==> src/rtl/txseq_pkg.sv <==
package txseq_pkg;
  typedef enum logic [2:0] {
    ST_IDLE,
    ST_LEAD,
    ST_SETUP,
    ST_SHIFT,
    ST_TAIL,
    ST_DROP
  } seq_state_t;

  localparam int unsigned GAP_N = 4;
  localparam int unsigned GAP_SEL_W = $clog2(GAP_N);

  localparam logic [GAP_SEL_W-1:0] GAP_LEAD  = 2'd0;
  localparam logic [GAP_SEL_W-1:0] GAP_SETUP = 2'd1;
  localparam logic [GAP_SEL_W-1:0] GAP_TAIL  = 2'd2;
  localparam logic [GAP_SEL_W-1:0] GAP_DROP  = 2'd3;
endpackage

==> src/rtl/txseq_gap_timer.sv <==
module txseq_gap_timer #(
  parameter int unsigned DLY_W = 8
) (
  input  logic             clk,
  input  logic             rst,
  input  logic             run_i,
  input  logic             tick_i,
  input  logic [DLY_W-1:0] limit_i,
  output logic             done_o
);
  logic [DLY_W-1:0] cnt_q;

  assign done_o = run_i && tick_i && (cnt_q == limit_i);

  always_ff @(posedge clk) begin
    if (rst || !run_i || done_o) begin
      cnt_q <= '0;
    end else if (tick_i) begin
      cnt_q <= cnt_q + 1'b1;
    end
  end
endmodule

==> src/rtl/txseq_serializer.sv <==
module txseq_serializer #(
  parameter int unsigned DATA_W = 8
) (
  input  logic              clk,
  input  logic              rst,
  input  logic              load_i,
  input  logic              shift_i,
  input  logic              clear_i,
  input  logic [DATA_W-1:0] byte_i,
  input  logic              last_i,
  output logic              sdata_o,
  output logic              bit_last_o,
  output logic              frame_last_o
);
  localparam int unsigned IDX_W = (DATA_W > 1) ? $clog2(DATA_W) : 1;
  localparam logic [IDX_W-1:0] IDX_TOP = IDX_W'(DATA_W - 1);

  logic [DATA_W-1:0] rest_q;
  logic [IDX_W-1:0]  idx_q;
  logic              sdata_q;
  logic              last_q;

  assign sdata_o      = sdata_q;
  assign bit_last_o   = (idx_q == IDX_TOP);
  assign frame_last_o = last_q;

  always_ff @(posedge clk) begin
    if (rst) begin
      rest_q  <= '0;
      idx_q   <= '0;
      sdata_q <= 1'b0;
      last_q  <= 1'b0;
    end else if (load_i) begin
      sdata_q <= byte_i[0];
      rest_q  <= byte_i >> 1;
      idx_q   <= '0;
      last_q  <= last_i;
    end else if (shift_i) begin
      sdata_q <= rest_q[0];
      rest_q  <= rest_q >> 1;
      idx_q   <= idx_q + 1'b1;
    end else if (clear_i) begin
      sdata_q <= 1'b0;
      rest_q  <= '0;
      idx_q   <= '0;
      last_q  <= 1'b0;
    end
  end
endmodule

==> src/rtl/txseq_ctrl.sv <==
module txseq_ctrl
  import txseq_pkg::*;
(
  input  logic                 clk,
  input  logic                 rst,
  input  logic                 start_i,
  input  logic                 tick_i,
  input  logic                 gap_done_i,
  input  logic                 bit_last_i,
  input  logic                 frame_last_i,
  output logic [GAP_SEL_W-1:0] gap_sel_o,
  output logic                 gap_run_o,
  output logic                 ser_load_o,
  output logic                 ser_shift_o,
  output logic                 ser_clear_o,
  output logic                 tx_cmd_o,
  output logic                 phy_en_o,
  output logic                 busy_o
);
  seq_state_t state_q;
  logic       cmd_q, en_q, busy_q;
  logic       byte_end;

  assign tx_cmd_o = cmd_q;
  assign phy_en_o = en_q;
  assign busy_o   = busy_q;

  assign byte_end = (state_q == ST_SHIFT) && tick_i && bit_last_i;

  always_comb begin
    gap_sel_o = GAP_LEAD;
    gap_run_o = 1'b1;
    unique case (state_q)
      ST_LEAD:  gap_sel_o = GAP_LEAD;
      ST_SETUP: gap_sel_o = GAP_SETUP;
      ST_TAIL:  gap_sel_o = GAP_TAIL;
      ST_DROP:  gap_sel_o = GAP_DROP;
      default:  gap_run_o = 1'b0;
    endcase
  end

  assign ser_load_o  = ((state_q == ST_SETUP) && gap_done_i) || (byte_end && !frame_last_i);
  assign ser_shift_o = (state_q == ST_SHIFT) && tick_i && !bit_last_i;
  assign ser_clear_o = byte_end && frame_last_i;

  always_ff @(posedge clk) begin
    if (rst) begin
      state_q <= ST_IDLE;
      cmd_q   <= 1'b0;
      en_q    <= 1'b0;
      busy_q  <= 1'b0;
    end else begin
      unique case (state_q)
        ST_IDLE: if (start_i) begin
          state_q <= ST_LEAD;
          cmd_q   <= 1'b1;
          busy_q  <= 1'b1;
        end
        ST_LEAD: if (gap_done_i) begin
          state_q <= ST_SETUP;
          en_q    <= 1'b1;
        end
        ST_SETUP: if (gap_done_i) state_q <= ST_SHIFT;
        ST_SHIFT: if (ser_clear_o) state_q <= ST_TAIL;
        ST_TAIL: if (gap_done_i) begin
          state_q <= ST_DROP;
          en_q    <= 1'b0;
        end
        ST_DROP: if (gap_done_i) begin
          state_q <= ST_IDLE;
          cmd_q   <= 1'b0;
          busy_q  <= 1'b0;
        end
        default: state_q <= ST_IDLE;
      endcase
    end
  end
endmodule

==> src/rtl/txphy_seq.sv <==
module txphy_seq
  import txseq_pkg::*;
#(
  parameter int unsigned DLY_W  = 8,
  parameter int unsigned DATA_W = 8
) (
  input  logic              clk,
  input  logic              rst,
  input  logic              start_i,
  input  logic              bit_en_i,
  input  logic [DLY_W-1:0]  gap_cmd_en_i,
  input  logic [DLY_W-1:0]  gap_en_data_i,
  input  logic [DLY_W-1:0]  gap_data_en_i,
  input  logic [DLY_W-1:0]  gap_en_cmd_i,
  input  logic [DATA_W-1:0] fifo_data_i,
  input  logic              fifo_last_i,
  output logic              fifo_pop_o,
  output logic              tx_cmd_o,
  output logic              phy_en_o,
  output logic              sdata_o,
  output logic              busy_o
);
  logic [DLY_W-1:0]     gap_tab [GAP_N];
  logic [GAP_SEL_W-1:0] gap_sel;
  logic                 gap_run, gap_done;
  logic                 ser_load, ser_shift, ser_clear;
  logic                 bit_last, frame_last;

  assign gap_tab[GAP_LEAD]  = gap_cmd_en_i;
  assign gap_tab[GAP_SETUP] = gap_en_data_i;
  assign gap_tab[GAP_TAIL]  = gap_data_en_i;
  assign gap_tab[GAP_DROP]  = gap_en_cmd_i;

  assign fifo_pop_o = ser_load;

  txseq_gap_timer #(.DLY_W(DLY_W)) timer_i (
    .clk     (clk),
    .rst     (rst),
    .run_i   (gap_run),
    .tick_i  (bit_en_i),
    .limit_i (gap_tab[gap_sel]),
    .done_o  (gap_done)
  );

  txseq_serializer #(.DATA_W(DATA_W)) ser_i (
    .clk          (clk),
    .rst          (rst),
    .load_i       (ser_load),
    .shift_i      (ser_shift),
    .clear_i      (ser_clear),
    .byte_i       (fifo_data_i),
    .last_i       (fifo_last_i),
    .sdata_o      (sdata_o),
    .bit_last_o   (bit_last),
    .frame_last_o (frame_last)
  );

  txseq_ctrl ctrl_i (
    .clk          (clk),
    .rst          (rst),
    .start_i      (start_i),
    .tick_i       (bit_en_i),
    .gap_done_i   (gap_done),
    .bit_last_i   (bit_last),
    .frame_last_i (frame_last),
    .gap_sel_o    (gap_sel),
    .gap_run_o    (gap_run),
    .ser_load_o   (ser_load),
    .ser_shift_o  (ser_shift),
    .ser_clear_o  (ser_clear),
    .tx_cmd_o     (tx_cmd_o),
    .phy_en_o     (phy_en_o),
    .busy_o       (busy_o)
  );
endmodule

==> config.mk <==
export PLATFORM = sky130hd
export DESIGN_NAME = txphy_seq
export DESIGN_NICKNAME = d
export VERILOG_FILES = /design/src/rtl/txseq_pkg.sv /design/src/rtl/txseq_gap_timer.sv /design/src/rtl/txseq_serializer.sv /design/src/rtl/txseq_ctrl.sv /design/src/rtl/txphy_seq.sv
export SDC_FILE = /design/constraint.sdc
export NUM_CORES = 1
export LEC_CHECK = 0
export ABC_AREA = 1
export BUFFER_PORTS_ARGS = -buffer_cell sky130_fd_sc_hd__buf_4
export CELL_PAD_IN_SITES_DETAIL_PLACEMENT = 0
export CELL_PAD_IN_SITES_GLOBAL_PLACEMENT = 1
export CORE_ASPECT_RATIO = 1.25
export CORE_MARGIN = 10
export CORE_UTILIZATION = 35
export DETAILED_ROUTE_END_ITERATION = 8
export PLACE_DENSITY = 0.81
export SLEW_MARGIN = 30
export SYNTH_ARGS = -nofsm -noshare
export SYNTH_HDL_FRONTEND = slang
export SYNTH_SLANG_ARGS = --single-unit
==> constraint.sdc <==
create_clock -name clk -period 2.81 [get_ports clk]
set_clock_uncertainty 0.2 [all_clocks]
set_input_delay 0.281 -clock clk [delete_from_list [all_inputs] [get_ports clk]]
set_output_delay 0.281 -clock clk [all_outputs]
set_load 0.01 [all_outputs]
==> qor.csv, run 1 <==
metric;value;unit
status;complete, no violations;
worst rel slew slack;0.665;
Residual DRC;0;
Critical Path AT;2130;ps
most frequent CP cell;nand2_1;
WL final;5230;microns
Site Rows;29;
final net count;406;
n_diodes;0;
TritonCTS clock tree;yes;
Starting Density;0.363;
post-synthesis sequential area ratio;0.271;
routability cong.;0.865;
most frequent cells in the layout;nand2_1, buf_4, inv_1, nor2_1, nand3_1;
die width;85.0;microns
Cell Count, Final, Fillers Out;419;
Yosys reg bits;25;
Detail Placement HPWL;4180;microns
Worst setup EP type;output port;
Primary FF master, synth;dfxtp_1;
Min Clock Period, post-route;2610;ps
Placement Cell Area;2240;sq um
clock tree sinks;25;
reg2reg path depth;14;
Final Hold Viols;0;
final hold slack;64.3;ps
Hold Buf Count CTS;0;
max cap viols;0;
Hold Crit Class;in -> reg;
worst vdd ir;0.337;mV
max incr delay on CP;410;ps
Pwr Density;578;nW/um^2
io pins;50;
Syn Area/Cell;6.01;sq um
total track usage;0.116;
WP buf/inv;3;
IO buf count;49;
Lkg Pwr;1.21;nW
largest net degree at the start of global routing;15;
clk root buf;clkbuf_8;
ANT nets after route;0;
placed cell count;411;
Crit Path Max Fanout;11;
vias in the first global route;1876;
Core Region;5080;sq um
drt wl/cell;12.5;microns
CP Cell Sequence;clkinv_4 -> nand3_4 -> buf_12 -> nand2_4 -> nand2_1 -> nand3_1 -> nand3_1 -> nand2_1 -> nor2_1 -> nand2_1 -> nor2_4 -> nand3_4 -> nand2_8 -> buf_4;
height of the die;101;microns
Setup CP Type;reg -> out;
DRT iter0 DRCs;88;
top cell family by delay on the critical path;simple AND/OR/NAND/NOR gates;
share of post-route cells with drive strength above 1;0.216;
Critical-path top delay cell;dfxtp_4;
first-pass GRT wire length;8490;microns
clk slew on worst S/H paths;100;ps
f_max;383;MHz
Design Area, Final;2400;sq um
H-tree depth;1;
cells after synthesis;307;
commonest non-fill, non-tap cell in the layout;nand2_1;
DRT Pass-1 Iters;4;
Area Overhead vs Synth;30.0;%
unrepaired setup endpoints after global routing;false;
fin crit share;0.929;
die area;8600;sq um
Async S/R FF share, synth;0;
CP Depth;14;
Cell Area, Synth;1850;sq um
setup TNS;0;ps
initial antenna violation count;0;
filler cell count;559;
total global routing overflow;0;
hold depth;3;
Post-synth EDFFs;0;
Post-Syn Nets;355;
Ys Warns;0;
Max Slew Vio Count;0;
Final setup viols;0;
clk buf depth;2;
Req. time, crit path;2330;ps
Unique masters post-synth;31;
Worst-Skew Late Latency;270;ps
vias per cell;4.72;
Slew @ Worst Pin;500;ps
Num CTS Buffers;3;
Worst Setup Start Kind;register;
vias post-DR;1978;
## layout make-up
| cell class | instances | area [sq um] | share of cell area |
|---|---|---|---|
| clock inverter | 1 | 5.00 | 0.00209 |
| tap | 62 | 77.6 | 0.0323 |
| multi-input combinational | 223 | 1130 | 0.472 |
| timing repair buffer | 56 | 440 | 0.184 |
| inverter | 49 | 194 | 0.0809 |
| sequential | 25 | 509 | 0.212 |
| clock buffer | 3 | 41.3 | 0.0172 |
## final timing paths
| kind | slack [ps] | from | to |
|---|---|---|---|
| setup / recovery | 200 | ctrl_i.state_q[1] | fifo_pop_o |
| hold / removal | 60 | fifo_last_i | ser_i.frame_last_o |
| setup reg to reg | 370 | ctrl_i.state_q[0] | timer_i.cnt_q[5] |
| hold reg to reg | 280 | ctrl_i.phy_en_o | ctrl_i.phy_en_o |
## synthesized netlist by cell type (3+ instances only)
cell,number,area [sq um]
a21oi_1,14,70.1
buf_6,4,45.0
clkbuf_1,3,11.3
dfxtp_1,25,500
ha_1,3,37.5
inv_1,48,180
nand2_1,94,353
nand3_1,30,150
nand3b_1,5,37.5
nand4_1,3,18.8
nor2_1,38,143
nor3_1,7,35.0
o211ai_1,8,60.1
## power breakdown
| part | internal, W | switching (W) | total, W | leakage, nW |
|---|---|---|---|---|
| registers | 0.000387 | 0.0000429 | 0.000430 | 0.204 |
| clock network | 0.0000992 | 0.000115 | 0.000215 | 0.0255 |
| logic | 0.000284 | 0.000458 | 0.000742 | 0.980 |
## routing by layer
layer  track usage  vias to the layer above  share of wire
met5             0                        -              0
met4        0.0305                        0         0.0069
met3        0.0289                        4          0.047
met2         0.199                       38           0.49
met1         0.140                      868           0.46
li1              -                     1068              -
## worst register-to-register path: cells and delay by family, from the launching register on
| kind | cells | cell delay, ps |
|---|---|---|
| AND/OR/NAND/NOR | 11 | 1180 |
| buffers and inverters | 2 | 310 |
| AO/OA/AOI/OAI | 1 | 270 |
| flip-flops | 1 | 390 |
## state kept, by name, summed over array words and instances (netlist names)
name and flops:
ser_i.idx_q 3, ctrl_i.state_q 3, timer_i.cnt_q 8, ser_i.sdata_o 1
ctrl_i.tx_cmd_o 1, ser_i.rest_q 7, ser_i.frame_last_o 1, ctrl_i.phy_en_o 1
## kinds of logic (layout without fill, tap and decap cells)
kind of cell / after synthesis / after routing / synth area share
simple gates: 186 / 187 / 0.449
buf+inv: 60 / 109 / 0.144
compound gates: 30 / 30 / 0.102
flops: 25 / 25 / 0.271
fa+ha+maj: 3 / 3 / 0.0203
xor+xnor: 3 / 3 / 0.0142
## per-stage QoR
step	power, W	util	setup slack [ps]
CTS	0.00135	0.458	23.6
detailed placement	0.00110	0.441	117
finish	0.00139	0.472	199
floorplan	0.000948	-	679
global placement	0.00110	0.441	248
global route	0.00152	0.472	19.7
## repair_timing
action | in CTS | in global routing
pin swaps | 1 | 3
cloned | 1 | 0
resized for setup | 6 | 14
endpoints found under the setup margin | 1 | 1
buffers inserted | 0 | 3
Power figures use the tool's default switching activity.
==> inputs of run 2 (changes only) <==
Settings changed: REMOVE_ABC_BUFFERS set to 1.
==> qor.csv, run 2 (synthesized netlist as in run 1, its figures left out) <==
metric;value;unit;change
n_diodes;0;;unchanged
IO buf count;49;;unchanged
Worst-Skew Late Latency;260;ps;about the same
unrepaired setup endpoints after global routing;false;;
Min Clock Period, post-route;2610;ps;+3.19 ps
Final Hold Viols;0;;unchanged
clk root buf;clkbuf_8;;
DRT Pass-1 Iters;4;;unchanged
CP Cell Sequence;inv_6 -> nand3_4 -> buf_4 -> nand3_1 -> nand3_1 -> nand3_1 -> nand2_1 -> nor2_1 -> nand2_1 -> nor2_4 -> nand3_4 -> nand2_8 -> buf_4;;
Req. time, crit path;2330;ps;about the same
ANT nets after route;0;;unchanged
f_max;383;MHz;-0.12%
Num CTS Buffers;3;;unchanged
max reg flops;8;;unchanged
H-tree depth;1;;unchanged
clk buf depth;2;;unchanged
Final WS setup;196;ps;-3.19 ps
commonest non-fill, non-tap cell in the layout;nand2_1;;
share of post-route cells with drive strength above 1;0.225;;+0.00931
Crit Path Max Fanout;11;;unchanged
Max Slew Vio Count;0;;unchanged
Critical Path AT;2130;ps;about the same
clk slew on worst S/H paths;90;ps;about the same
Core Region;5080;sq um;unchanged
Residual DRC;0;;unchanged
routability cong.;0.866;;about the same
Placement Cell Area;2240;sq um;unchanged
most frequent cells in the layout;nand2_1, buf_4, inv_1, nor2_1, nand3_1;;
Site Rows;29;;unchanged
Worst setup EP type;output port;;
fin crit share;0.930;;+0.00113
Post-Place Worst Slack;102;ps;-15.3 ps
total track usage;0.114;;-0.00240
TritonCTS clock tree;yes;;
initial antenna violation count;0;;unchanged
vias per cell;4.83;;+2.3%
max incr delay on CP;400;ps;about the same
WL final;5300;microns;+1.3%
max cap viols;0;;unchanged
first-pass GRT wire length;8430;microns;-0.73%
Final setup viols;0;;unchanged
io pins;50;;unchanged
Worst Setup Start Kind;register;;
height of the die;101;microns;unchanged
clock tree sinks;25;;unchanged
DRT iter0 DRCs;94;;+6.8%
Starting Density;0.363;;unchanged
final net count;409;;+0.74%
drt wl/cell;12.6;microns;+0.62%
Area Overhead vs Synth;30.2;%;
total global routing overflow;0;;unchanged
Hold Crit Class;in -> reg;;
Setup CP Type;reg -> out;;
Pwr Density;581;nW/um^2;+0.56%
Critical-path top delay cell;dfxtp_4;;
top flop regs;timer_i.cnt_q x8, ser_i.rest_q x7;;
die width;85.0;microns;unchanged
placed cell count;411;;unchanged
Hold Buf Count CTS;0;;unchanged
Detail Placement HPWL;4160;microns;-0.35%
Tot Pwr;0.00140;W;+0.72%
worst rel slew slack;0.673;;+0.00800
Lkg Pwr;1.21;nW;-0.22%
most frequent CP cell;nand3_1;;
Slew @ Worst Pin;488;ps;-12.0 ps
Cell Count, Final, Fillers Out;422;;+0.72%
die area;8600;sq um;unchanged
Biggest register;timer_i.cnt_q;;
status;complete, no violations;;
vias post-DR;2038;;+3.0%
filler cell count;567;;+1.4%
setup TNS;0;ps;unchanged
largest net degree at the start of global routing;22;;+7
worst vdd ir;0.250;mV;-26%
Design Area, Final;2400;sq um;+0.16%
vias in the first global route;1954;;+4.2%
## run 2: area by class of cell
type | count | area (sq um) | area share
Clock buffer | 4 | 45.0 | 0.0188
Inverter | 49 | 191 | 0.0797
Multi-Input combinational cell | 224 | 1150 | 0.477
Sequential cell | 25 | 507 | 0.211
Tap cell | 62 | 77.6 | 0.0323
Timing Repair Buffer | 57 | 428 | 0.178
Timing Repair inverter | 1 | 7.51 | 0.00313
## run 2: worst paths after layout
path | start | endpoint | slack [ps] | cells past startpoint
max | ctrl_i.state_q[1] | fifo_pop_o | 200 | 13
min | fifo_last_i | ser_i.frame_last_o | 90 | 3
min reg2reg | ctrl_i.phy_en_o | ctrl_i.phy_en_o | 280 | 2
max reg2reg | ctrl_i.state_q[1] | ser_i.rest_q[3] | 380 | 15
## run 2: what timing repair did
action | CTS | global route
endpoints found under the setup margin | 1 | 2
resized for setup | 4 | 14
setup buffers | 0 | 4
gates cloned | 0 | 3
pin swaps | 0 | 3
hold endpoints to repair | 0 | 0
## run 2: critical path: cells and delay by family, from the launching register on
family                 cells  cell delay (ps)
and+or+nand+nor           10             1030
DFF                        1              400
buffers and inverters      3              440
## run 2: layer usage
layer,global-route usage,share of wire
met1,0.131,0.43
met2,0.206,0.50
met3,0.0225,0.049
met5,0,0
met4,0.0305,0.015
## run 2: where the power goes
part,leakage [nW],internal (W),switching (W)
registers,0.204,0.000385,0.0000491
logic,0.980,0.000285,0.000469
clock network,0.0228,0.000101,0.000108
## run 2: stage by stage
step / util / hold WS [ps]
2_1_floorplan: - / 150
3_3_place_gp: 0.441 / 263
3_5_place_dp: 0.441 / 271
4_1_cts: 0.452 / 78.5
5_1_grt: 0.473 / 88.3
6_report: 0.473 / 89.5
